$ cat src/rtl/ptr_alias_pkg.sv
`timescale 1ns/1ps
package ptr_alias_pkg;

    localparam int unsigned PA_AW   = 8;
    localparam int unsigned PA_DW   = 8;
    localparam int unsigned PA_NPTR = 2;

    // Where the read data of a completed read is taken from.
    typedef enum logic {
        SRC_LOCAL = 1'b0,
        SRC_RAM   = 1'b1
    } rd_src_e;

    // Alias k sits at an even address, its pointer right above it.
    function automatic int unsigned alias_loc(input int unsigned k);
        return 2 * k;
    endfunction

    function automatic int unsigned ptr_loc(input int unsigned k);
        return 2 * k + 1;
    endfunction

endpackage

$ cat src/rtl/alias_decode.sv
`timescale 1ns/1ps
module alias_decode
    import ptr_alias_pkg::*;
#(
    parameter int unsigned AW   = PA_AW,
    parameter int unsigned NPTR = PA_NPTR,
    parameter int unsigned IW   = (NPTR > 1) ? $clog2(NPTR) : 1
) (
    input  logic [AW-1:0]      addr,
    input  logic [NPTR*AW-1:0] ptr_flat,
    output logic               ram_sel,
    output logic [AW-1:0]      eff_addr,
    output logic               ptr_sel,
    output logic [IW-1:0]      ptr_idx,
    output logic               null_sel
);

    localparam int unsigned SPECIAL_TOP = 2 * NPTR;

    logic [AW-1:0] eff;

    // Stage 1: replace an alias address by its pointer content.
    always_comb begin
        eff = addr;
        for (int k = 0; k < NPTR; k++) begin
            if (addr == AW'(alias_loc(k))) begin
                eff = ptr_flat[k*AW +: AW];
            end
        end
    end

    // Stage 2: classify the effective address.
    always_comb begin
        ptr_sel  = 1'b0;
        ptr_idx  = '0;
        null_sel = 1'b0;
        for (int k = 0; k < NPTR; k++) begin
            if (eff == AW'(ptr_loc(k))) begin
                ptr_sel = 1'b1;
                ptr_idx = IW'(k);
            end
            if (eff == AW'(alias_loc(k))) begin
                null_sel = 1'b1;
            end
        end
        ram_sel  = !ptr_sel && !null_sel;
        eff_addr = eff;
    end

    initial begin
        if (SPECIAL_TOP > (1 << AW)) begin
            $error("alias_decode: special locations exceed address space");
        end
    end

endmodule

$ cat src/rtl/ptr_bank.sv
`timescale 1ns/1ps
module ptr_bank
    import ptr_alias_pkg::*;
#(
    parameter int unsigned AW   = PA_AW,
    parameter int unsigned NPTR = PA_NPTR,
    parameter int unsigned IW   = (NPTR > 1) ? $clog2(NPTR) : 1
) (
    input  logic               clk,
    input  logic               rst_n,
    input  logic               wr_en,
    input  logic [IW-1:0]      wr_idx,
    input  logic [AW-1:0]      wr_data,
    output logic [NPTR*AW-1:0] ptr_flat
);

    for (genvar g = 0; g < NPTR; g++) begin : g_ptr
        logic [AW-1:0] ptr_d;
        logic [AW-1:0] ptr_q;

        always_comb begin
            ptr_d = ptr_q;
            if (wr_en && (wr_idx == IW'(g))) begin
                ptr_d = wr_data;
            end
        end

        always_ff @(posedge clk or negedge rst_n) begin
            if (!rst_n) begin
                ptr_q <= '0;
            end else begin
                ptr_q <= ptr_d;
            end
        end

        assign ptr_flat[g*AW +: AW] = ptr_q;
    end

endmodule

$ cat src/rtl/rd_return.sv
`timescale 1ns/1ps
module rd_return
    import ptr_alias_pkg::*;
#(
    parameter int unsigned DW = PA_DW
) (
    input  logic          clk,
    input  logic          rst_n,
    input  logic          capture,
    input  rd_src_e       cap_src,
    input  logic [DW-1:0] cap_val,
    input  logic [DW-1:0] ram_rdata,
    output logic [DW-1:0] rdata
);

    typedef struct packed {
        rd_src_e       src;
        logic [DW-1:0] val;
    } ret_t;

    ret_t st_d;
    ret_t st_q;

    always_comb begin
        st_d = st_q;
        if (capture) begin
            st_d.src = cap_src;
            st_d.val = cap_val;
        end
    end

    always_ff @(posedge clk or negedge rst_n) begin
        if (!rst_n) begin
            st_q <= '{src: SRC_LOCAL, val: '0};
        end else begin
            st_q <= st_d;
        end
    end

    // The RAM keeps its output between reads, so selecting it holds the value.
    assign rdata = (st_q.src == SRC_RAM) ? ram_rdata : st_q.val;

endmodule

$ cat src/rtl/ptr_alias_frontend.sv
`timescale 1ns/1ps
module ptr_alias_frontend
    import ptr_alias_pkg::*;
#(
    parameter int unsigned AW   = PA_AW,
    parameter int unsigned DW   = PA_DW,
    parameter int unsigned NPTR = PA_NPTR
) (
    input  logic          clk,
    input  logic          rst_n,
    input  logic          acc_en,
    input  logic          acc_we,
    input  logic [AW-1:0] acc_addr,
    input  logic [DW-1:0] acc_wdata,
    output logic [DW-1:0] acc_rdata,
    output logic          ram_en,
    output logic          ram_we,
    output logic [AW-1:0] ram_addr,
    output logic [DW-1:0] ram_wdata,
    input  logic [DW-1:0] ram_rdata
);

    localparam int unsigned IW = (NPTR > 1) ? $clog2(NPTR) : 1;

    logic [NPTR*AW-1:0] ptr_flat;
    logic               dec_ram;
    logic [AW-1:0]      dec_addr;
    logic               dec_ptr;
    logic [IW-1:0]      dec_idx;
    logic               dec_null;
    logic               ptr_wr;
    logic [AW-1:0]      ptr_wval;
    logic               rd_cap;
    rd_src_e            rd_src;
    logic [DW-1:0]      rd_val;
    logic [AW-1:0]      ptr_sel_val;

    alias_decode #(.AW(AW), .NPTR(NPTR), .IW(IW)) i_decode (
        .addr     (acc_addr),
        .ptr_flat (ptr_flat),
        .ram_sel  (dec_ram),
        .eff_addr (dec_addr),
        .ptr_sel  (dec_ptr),
        .ptr_idx  (dec_idx),
        .null_sel (dec_null)
    );

    ptr_bank #(.AW(AW), .NPTR(NPTR), .IW(IW)) i_ptrs (
        .clk      (clk),
        .rst_n    (rst_n),
        .wr_en    (ptr_wr),
        .wr_idx   (dec_idx),
        .wr_data  (ptr_wval),
        .ptr_flat (ptr_flat)
    );

    rd_return #(.DW(DW)) i_ret (
        .clk       (clk),
        .rst_n     (rst_n),
        .capture   (rd_cap),
        .cap_src   (rd_src),
        .cap_val   (rd_val),
        .ram_rdata (ram_rdata),
        .rdata     (acc_rdata)
    );

    always_comb begin
        // RAM side: only plain RAM locations reach it.
        ram_en    = acc_en && dec_ram;
        ram_we    = acc_en && dec_ram && acc_we;
        ram_addr  = dec_addr;
        ram_wdata = acc_wdata;

        // Pointer writes, direct or through an alias.
        ptr_wr   = acc_en && acc_we && dec_ptr;
        ptr_wval = AW'(acc_wdata);

        // Read return: pointer value, zero for a self-referencing alias, or RAM.
        ptr_sel_val = ptr_flat[dec_idx*AW +: AW];
        rd_cap      = acc_en && !acc_we;
        rd_src      = dec_ram ? SRC_RAM : SRC_LOCAL;
        rd_val      = dec_ptr ? DW'(ptr_sel_val) : '0;
        if (dec_null) begin
            rd_val = '0;
        end
    end

endmodule

$ cat config.mk
export PLATFORM = sky130hd
export DESIGN_NAME = ptr_alias_frontend
export DESIGN_NICKNAME = d
export VERILOG_FILES = /design/src/rtl/ptr_alias_pkg.sv /design/src/rtl/alias_decode.sv /design/src/rtl/ptr_bank.sv /design/src/rtl/rd_return.sv /design/src/rtl/ptr_alias_frontend.sv
export SDC_FILE = /design/constraint.sdc
export NUM_CORES = 1
export LEC_CHECK = 0
export BUFFER_PORTS_ARGS = -buffer_cell sky130_fd_sc_hd__clkbuf_2
export CAP_MARGIN = 20
export CORE_ASPECT_RATIO = 1.25
export CORE_UTILIZATION = 55
export CTS_CLUSTER_SIZE = 16
export DETAILED_ROUTE_END_ITERATION = 8
export GPL_ROUTABILITY_DRIVEN = 0
export PLACE_DENSITY = 0.89
export SLEW_MARGIN = 5
export SYNTH_ARGS = -nofsm -noshare
export SYNTH_HDL_FRONTEND = slang
export SYNTH_HIERARCHICAL = 1
export SYNTH_SLANG_ARGS = --single-unit
export TNS_END_PERCENT = 5
$ cat constraint.sdc
create_clock -name clk -period 5 [get_ports clk]
set_input_delay 0.5 -clock clk [delete_from_list [all_inputs] [get_ports clk]]
set_output_delay 0.5 -clock clk [all_outputs]
set_load 0.1 [all_outputs]
==> Yosys cells after proc, flatten, opt, wreduce, memory -nomap -nowiden <==
Cells that the tools add are included.
{ "classes": {"n_eq_ne": 4, "shifts": 1, "mux": 11, "n_bitwise": 1, "n_reduce_logical": 13} }
{ "ops": {"columns": ["op", "count"], "rows": [
  ["two-way mux 8 bit", 5],
  ["== test 8 x 2 -> 1 bit, second input constant", 3],
  ["zero test 8 bit", 2],
  ["indexed part select 16 x 5 -> 8 bit", 1],
  ["== test 8 x 1 -> 1 bit, second input constant", 1],
  ["logical AND 1 bit", 8],
  ["two-way mux 1 bit", 6],
  ["zero test 1 bit", 3],
  ["NOT 1 bit", 1]
]} }
{ "word_totals": {"register_bits": 25, "in_bits": 28, "out_inout_bits": 26, "wordCells": 34} }

==> Depth between registers and ports, before layout <==
Gate-level depths: netlist of the first run.
{ "depth": {"depth_word": 10, "ltp_mapped": 10, "mapped_depth_nobuf": 9} }

==> Hierarchy <==
The synthesis of the first run kept the hierarchy.
{ "by_module_without_submodules": {"columns": ["module", "n_inst", "cells_per_inst", "area_each_um2", "seq_area_each_um2"], "rows": [
  ["ptr_bank", 1, 35, 641.9, 400.4],
  ["rd_return", 1, 28, 503.0, 225.2],
  ["alias_decode", 1, 45, 347.8, 0.0],
  ["ptr_alias_frontend", 1, 31, 217.7, 0.0]
]} }

==> Worst setup path after synthesis of the first run <==
No wires, ideal clock.
{ "synth_path": {"path_type": "input -> output", "start": "in acc_addr[2]", "end": "out ram_addr[4]", "arrival_ns": 4.155, "required_ns": 4.500, "setup_slack_ns": 0.345, "cell_stages": 2, "n_path_buf": 0, "cell_sequence": "or4_4 -> o41ai_1"} }
{ "synth_via": {"elab_chain_len": 3, "elab_cells_between_ends": 4, "classes_between": "1 x eq/ne; 2 x mux; 1 x reduce/logical"} }
{ "synth_rtl": {"columns": ["item", "line", "source"], "rows": [
  ["start, declared", "ptr_alias_frontend.sv:13", "input logic [AW-1:0] acc_addr,"],
  ["zero test 8 bit", "alias_decode.sv:26", "if (addr == AW'(alias_loc(k))) begin"],
  ["two-way mux 8 bit", "alias_decode.sv:26", null],
  ["two-way mux 8 bit (*)", "alias_decode.sv:26", null],
  ["end, declared", "ptr_alias_frontend.sv:18", "output logic [AW-1:0] ram_addr,"]
]} }
Every way passes the cells marked *; elsewhere a longest branch is shown, timed or not.

==> Worst setup path after layout of the first run <==
{ "layout_path": {"start": "reg i_ptrs.g_ptr[1].ptr_q[4]", "end": "reg i_ptrs.g_ptr[0].ptr_q[0]"} }
{ "layout_via": {"elab_cells_between_ends": 9, "classes_between": "2 x eq/ne; 4 x mux; 1 x bitwise; 2 x reduce/logical"} }
{ "layout_lines": {"columns": ["item", "line", "source"], "rows": [
  ["start, declared", "ptr_bank.sv:19", "logic [AW-1:0] ptr_q;"],
  ["start signal, assigned", "ptr_bank.sv:32", "ptr_q <= ptr_d;"],
  ["two-way mux 8 bit", "alias_decode.sv:26", null],
  ["== test 8 x 2 -> 1 bit", "alias_decode.sv:38", "if (eff == AW'(ptr_loc(k))) begin"],
  ["two-way mux 1 bit", "alias_decode.sv:38", null],
  ["named net dec_idx", "ptr_alias_frontend.sv:29", "logic [IW-1:0] dec_idx;"],
  ["NOT 1 bit", "ptr_bank.sv:23", "if (wr_en && (wr_idx == IW'(g))) begin"],
  ["logical AND 1 bit", "ptr_bank.sv:23", null],
  ["end signal, assigned", "ptr_bank.sv:32", null],
  ["end, declared", "ptr_bank.sv:19", null]
]} }
The timed path passes the listed nets, and every way through them passes these cells.
A chain may end at the register's enable or synchronous reset.

==> run summary, run 1 <==
The number of diodes added for antenna fixing is 0. The min-delay analysis places its worst path in the category input pin to async pin. After global routing the overflow that remains totals 0.

The total die area came out at 3338 µm². On the final layout, the worst clock skew is 0.01592 ns. The buffering stage count on the worst path with inverters included is 0. At the pin with the least slew margin, the transition time is approximately 1.0 ns. The clock latency at the later pin of the worst-skew pair is between 0.3 and 0.4 ns. In this run, synthesis inferred 0 flip-flops with an integrated enable. The tree is rooted in a clkbuf_4. The initial core utilization came out at between 50% and 60%. The post-detailed-route via-to-cell ratio came out at 5.642. The largest driver fanout on the critical path is 10.

Dividing the detail-routed wire length by the instance count gives 15.36 µm. The via count of the first global-routing pass came out at 1,171. Clock-pin slew was measured on the worst setup and hold paths at 0.14 ns. The number of max-slew violations in the final report came to 0. The final total negative setup slack came out at 0 ns. STA puts the critical path data arrival time at 3.21 ns. Grouping stages by cell kind, the critical path spends the most delay in compound AO/OA/AOI/OAI gates.

The stage delay of the slowest cell on the critical path came out at around 0.73 ns. In the post-synthesis netlist, the biggest area contributors are dfrtp_1 37%, mux2_4 22%, mux2_2 5.9%. The post-synth design cell area is 1710 µm². The number of nets with antenna violations after detailed routing is 0. The number of max-capacitance violations reported is 0.

The number of input and output port buffers inserted came out at 53. The maximum clock frequency came out at 0.3328 GHz. The power per cell area came out at 235.0 nW/µm². The worst register-to-register path ends at i_ptrs/g_ptr[0].ptr_q[0]$_DFFE_PN0P_.

The final worst hold slack is 0.1553 ns. The number of nets in the synthesized netlist is about 170. After synthesis, the mean cell area works out to 12.30 µm². The worst reg2reg path startpoint is i_ptrs/g_ptr[1].ptr_q[4]$_DFFE_PN0P_. Summed over all cells, the static leakage comes to 0.9953 nW. After clock tree synthesis, the flow added hold-fix buffers numbering 0. The CTS sink count is 25.

The time the final worst path needs with I/O delays and setup is 3.004 ns. The number of cells upsized or downsized after cts is 0. The number of clock buffers inserted by TritonCTS is 3.

Of the post-synthesis cell area, the dominant cell type holds 36.58%. Setup repair after global routing left no endpoint under its margin. The worst setup path is of the register to register kind. The post-synthesis cell type with the largest combined area is dfrtp_1.

Among all flip-flop cells after synthesis, the most frequent one is dfrtp_1. By count the netlist is led by 25 x dfrtp_1, 25 x mux2_4, 17 x nor2_1. The routed design has 3349 µm of wire. The first-pass detailed-route iteration total is 5. TritonCTS built the clock tree. The data required time of the critical path is around 5.2 ns.

The run finished with clean final reports. The remaining max-slew budget at the tightest pin is 31.72%. The number of hold violations in the final report came out at 0. Entering global routing, the biggest net connects 26 pins.

The instance count of the mapped netlist is 139. The floorplan step defined a core boundary enclosing ~3000 µm². The global-route usage over all layers is 21.47%.

The maximum buffer depth of the clock tree came out at 2. The standard cell with the maximum stage delay on the critical path is a2111oi_4. The count of distinct cell types in the synthesized netlist is 37. In the finished design, the share of the clock period the worst path needs comes to 60.09%. The number of cells on the worst reg-to-reg path came out at 7.

STA classifies the critical path startpoint as a register. The sequential share of the synthesized area came out at 36.58%. For this run, asynchronously set or reset flops after synthesis account for 100.0%. The floorplan die height is 64.35 µm. The number of ports placed on the die boundary is 54. The width of the chip came out at 51.88 µm. The final routed DRC violation total is 0. The worst setup path is captured at a register. The maximum level of the CTS H-tree is 1. Relative to the synthesized area, the layout overhead comes to 12.66%. The total of fill cells in the finished design came out at 221. The number of setup violations in the final report came out at 0. The post-placement cell area came out at 1899 µm². The routed layout has 1,230 vias.

The detailed router finished its first iteration with 28 violations. The first global-routing pass estimated 5340 µm of wire. The net total in the final layout is approximately 210. The number of setup buffers added after CTS is 0. For flop-to-flop paths, the worst setup slack is between 1.5 and 2 ns. The ratio of cells with drive above 1 in the final layout came out at approximately 56%. The area of all placed cells without fillers is 1927 µm². IR analysis of the VDD net gives a maximum drop of 0.1959 mV. The synthesis-stage register bit count came out at 25.

Yosys printed 6 warnings. The row count came out at 22. The initial antenna violation count is 0. Tracing the worst setup path back leads to its startpoint at i_ptrs/g_ptr[1].ptr_q[4]$_DFFE_PN0P_. Walking the worst path, the cells encountered are nor4b_1, o31ai_1, a21oi_1, o2111ai_2, a2111oi_4, nand2b_4, mux2_4.
[stage by stage]
stage               setup slack (ns)  power (mW)  std cells  util [%]
finish                         1.996      0.4527        218     65.42
global route                   1.828      0.4733        218     65.42
CTS                            2.041      0.4564        218     65.42
detailed placement             1.710      0.3673        214     64.49
global placement               1.872      0.3648        214     64.49
floorplan                     0.3454      0.3378        139         -
[cells in the final DEF (no fill, tap or decap), drive strengths merged, types with 3 or more instances in the layout]
| master | instances |
|---|---|
| clkbuf | 56 |
| mux2 | 34 |
| dfrtp | 25 |
| nor2 | 18 |
| mux2i | 10 |
| nand2 | 4 |
| inv | 3 |
[cell families (layout without fill, tap and decap cells)]
group | after synthesis | after routing | share of synthesized area, %
compound gates | 18 | 18 | 9.949
mux | 44 | 44 | 33.72
flops | 25 | 25 | 36.58
buf+inv | 17 | 60 | 7.754
simple gates | 35 | 35 | 12.00
[per-layer routing]
| layer | vias to the layer above | track usage (%) | share of wire (%) |
|---|---|---|---|
| met3 | 4 | 3.095 | 5.4 |
| met2 | 60 | 37.18 | 54 |
| li1 | 587 | - | - |
| met1 | 579 | 26.52 | 40 |
| met4 | 0 | 7.095 | 0.87 |
| met5 | - | 0 | 0 |
[how the worst max path moves through the flow]
stage,end,slack (ns),depth (start not counted)
after CTS,i_ptrs/g_ptr[0].ptr_q[0]$_DFFE_PN0P_,2.04,7
after detailed placement,i_ptrs/g_ptr[0].ptr_q[6]$_DFFE_PN0P_,1.71,8
after global routing,i_ptrs/g_ptr[1].ptr_q[7]$_DFFE_PN0P_,1.83,7
after floorplan,ram_addr[4],0.35,2
final,i_ptrs/g_ptr[0].ptr_q[0]$_DFFE_PN0P_,2.00,7
after global placement,i_ptrs/g_ptr[0].ptr_q[7]$_DFFE_PN0P_,1.87,8
[power by group]
part | leakage, nW | internal (mW) | total (mW) | switching [mW]
registers | 0.343 | 0.206 | 0.210 | 0.00410
clock network | 0.0177 | 0.0299 | 0.0895 | 0.0596
logic | 0.635 | 0.0348 | 0.154 | 0.119
[area by class of cell]
type                       instances  area (µm²)  share of cell area (%)
sequential                        25       625.6                   32.47
timing repair buffer              53       265.3                   13.77
clock inverter                     1       5.005                  0.2597
multi-input combinational         97       952.2                   49.42
tap                               36       45.04                   2.338
clock buffer                       3       22.52                   1.169
inverter                           3       11.26                  0.5844
[sequential cells by signal, summed over array words and instances, names as in the netlist]
signal              count
i_ptrs/g_ptr.ptr_q     16
i_ret/st_q              9
No activity file was read; power rests on OpenSTA's default activity.
==> inputs of run 2 (changes only) <==
Settings changed: CORE_UTILIZATION 55 to 46, PLACE_DENSITY 0.89 to 0.8.
Clock period 5 ns to 2.55 ns, I/O delays scaled along.
==> run 2 against run 1 <==
The run now ends with hold timing left. Total power is 110% higher. Worst hold slack lost 0.16 ns. Global-route usage is 4.1 points lower. Fmax grew 27%. Cell count increased by 4.6%. Clock power increased to 2.6 times the previous value. Clock skew is 0.014 ns lower.
==> run summary, run 2 (synthesis results as in run 1) <==
The total die area was 3968 µm² (+19%). The post-detailed-route via-to-cell ratio is 5.373 (-4.8%). The largest vdd supply drop is 0.3463 mV (+77%). The transition time at the pin with the least slew margin is 0.6486 ns (-0.3735 ns). The final clock skew is 0.001531 ns (-0.01439 ns). The uppermost signal routing layer after detailed routing is met4. The clock latency at the later pin of the worst-skew pair is 0.27 ns (-0.05 ns). The time the final worst path needs with I/O delays and setup was 2.373 ns (-0.6313 ns). The checks that failed: hold timing. The type of element capturing the critical path is a register. The switching portion of total power is 38.00% (-2.3 points). The number of violations reported at the end of detailed-routing iteration 0 is 39 (+39%).

The number of ports placed on the die boundary is 54 (unchanged). The library cells used most frequently in the layout, excluding fill and tap cells, are 51 x clkbuf_2, 25 x mux2_4, 25 x dfrtp_1. The average routed wire per standard cell came out at 14.61 µm (-4.9%).

The total of fill cells in the finished design is 304 (+38%). The number of flip-flops under the largest register name is 16 (unchanged). The number of max-slew violations in the final report is 0 (unchanged). The number of cells upsized or downsized after cts is 0 (unchanged).

The combinational cell fraction of total power is 32.5% (-1.4 points). The post-synthesis to final-layout area growth is 19.60%. Setup repair after global routing left no endpoint under its margin.

Detailed placement ended at an HPWL of 2636 µm. The clock-pin slew of the registers on the worst-case setup and hold paths came out at 0.08 ns (-0.06 ns). The remaining max-slew budget at the tightest pin came out at 56.76% (+25 points).

The switching component of the power is 362.8 µW (+99%). The number of hold violations in the final report is 2 (+2). The maximum level of the CTS H-tree is 1 (unchanged). The global-route usage over all layers is 17.39% (-4.1 points). The area of all placed cells without fillers is 2046 µm² (+6.2%). The width of the chip came to 56.54 µm (+9.0%). The final routed DRC violation total is 0 (unchanged). The maximum clock frequency is 0.4214 GHz (+27%). The number of setup violations in the final report came out at 0 (unchanged).

The number of nets with antenna violations after detailed routing is 0 (unchanged). In the final layout, the registers with the most flip-flops are i_ptrs/g_ptr.ptr_q: 16 flops, i_ret/st_q: 9 flops. The quantity of hold-fixing buffers added after cts is 0 (unchanged).

The cell-internal power came out at 592.0 µW (+120%). The ratio of cells with drive above 1 in the final layout was 58.20% (+2.2 points). The total number of vias is 1,225 (-0.41%).

The wire length of the first global-routing pass came out at 5382 µm (+0.79%). The post-route met1 wirelength came out at 1509 µm (+12%). The largest net degree at the start of global routing is 26 (unchanged).

The power per cell area is 466.7 nW/µm² (+99%). The total setup buffers inserted after CTS came out at 0 (unchanged). The post-route core utilization is 58.23% (-7.2 points). The area taken by flip-flops and latches was 625.6 µm² (unchanged). The clock share of power is 24.4% (+4.6 points).

The initial core utilization came out at 48.68% (-9.4 points). The area of the multi-input gates came to 967.2 µm² (+1.6%). The overall power of the completed layout came out at 954.8 µW (+110%).

The number of input and output port buffers inserted is 53 (unchanged). The post-route clock period utilization is 93.06% (+33 points). STA classifies the critical path startpoint as a register. The net total in the final layout is 218 (+3.3%). The arrival time reported for the critical path endpoint came out at 2.53 ns (-0.68 ns). The routed length on met2 came out at 1665 µm (-7.1%). The initial antenna violation count was 0 (unchanged). Leaving out fill and tap cells, the most frequent cell in the layout is clkbuf_2. The maximum buffer depth of the clock tree is 2 (unchanged).

The row count is 24 (+9.1%). The number of clock buffers inserted by TritonCTS was 3 (unchanged). The CTS sink count came to 25 (unchanged). The number of diodes added for antenna fixing is 0 (unchanged). More flip-flops sit in one register than any other, and that register is i_ptrs/g_ptr.ptr_q. The number of max-capacitance violations reported is 0 (unchanged). The via count of the first global-routing pass came out at 1,134 (-3.2%). The run finished, with violations left. The first-pass detailed-route iteration total was 4 (-1). The sequential share of power came to 43.1% (-3.2 points). The overall overflow remaining after global route is 0 (unchanged). The final worst hold slack came out at -0.003216 ns (-0.1585 ns).

The routed length on met3 came out at 129 µm (-29%). The tree is rooted in a clkbuf_8. The min-delay analysis places its worst path in the category input pin to async pin.

The post-placement cell area is 2001 µm² (+5.3%). The data required time of the critical path is 2.71 ns (-2.50 ns). TritonCTS built the clock tree. The floorplan die height is 70.18 µm (+9.1%). The largest driver fanout on the critical path is 7 (-3).

The leakage power of the design is 1.052 nW (+5.7%). The critical path is of the register to register type. The total wire length came to 3332 µm (-0.51%). The placeable core area came out at 3513 µm² (+19%).
run 2: cell count changes in the layout (fill, tap and decap cells not counted), sizes merged:
| cell | change |
|---|---|
| clkbuf | -1 |
| clkinv | -1 |
| buf | +9 |
run 2: power by group through the flow:
stage                     clock network, mW  logic [mW]  registers, mW
final                                 0.233       0.311          0.411
after global routing                  0.257       0.323          0.412
after CTS                             0.243       0.312          0.411
after detailed placement                  0       0.312          0.419
after global placement                    0       0.310          0.419
after floorplan                           0       0.249          0.415
run 2: metrics by stage:
step / setup WS (ns) / cells / TNS, ns
after detailed placement: 0.06346 / 224 / 0
after floorplan: -0.2847 / 139 / -0.5994
after global routing: 0.03403 / 228 / 0
after CTS: 0.1607 / 228 / 0
final: 0.1769 / 228 / 0
after global placement: 0.08329 / 224 / 0
run 2: per-layer routing:
layer	up-vias	global-route usage, %
met5	-	0
met4	0	5.691
met3	2	2.407
met2	45	29.02
met1	574	23.03
li1	604	-
run 2: worst paths after layout:
path                                                            from                                   end  slack, ns  cells after the start
worst max-delay path            i_ptrs/g_ptr[1].ptr_q[4]$_DFFE_PN0P_             i_ret/st_q[6]$_DFFE_PN0P_       0.18                      9
worst min-delay path                                           rst_n  i_ptrs/g_ptr[1].ptr_q[4]$_DFFE_PN0P_     -0.003                      1
worst max register to register  i_ptrs/g_ptr[1].ptr_q[4]$_DFFE_PN0P_             i_ret/st_q[6]$_DFFE_PN0P_       0.18                      9
worst min register to register             i_ret/st_q[0]$_DFFE_PN0P_             i_ret/st_q[0]$_DFFE_PN0P_       0.52                      1
max in group asynchronous                                      rst_n  i_ptrs/g_ptr[0].ptr_q[1]$_DFFE_PN0P_       2.14                      1
min in group clk                                        acc_wdata[7]  i_ptrs/g_ptr[0].ptr_q[7]$_DFFE_PN0P_       0.24                      2
run 2: layout make-up:
| cell class | count | share of cell area, % |
|---|---|---|
| multi-input cells | 97 | 47.28 |
| flip-flops and latches | 25 | 30.58 |
| repair buffers | 60 | 17.00 |
| well taps | 39 | 2.385 |
| clock buffers | 4 | 2.202 |
| inverters | 3 | 0.5505 |
run 2: worst max-delay path, cell delays in order, from the launching register on:
cell       delay (ns)
dfrtp_1          0.43
nor4b_1          0.33
o31ai_1          0.13
a21oi_1          0.16
o2111ai_2        0.19
a2111oi_4        0.25
buf_4            0.24
mux2i_1          0.20
nor2_1           0.07
mux2_4           0.27
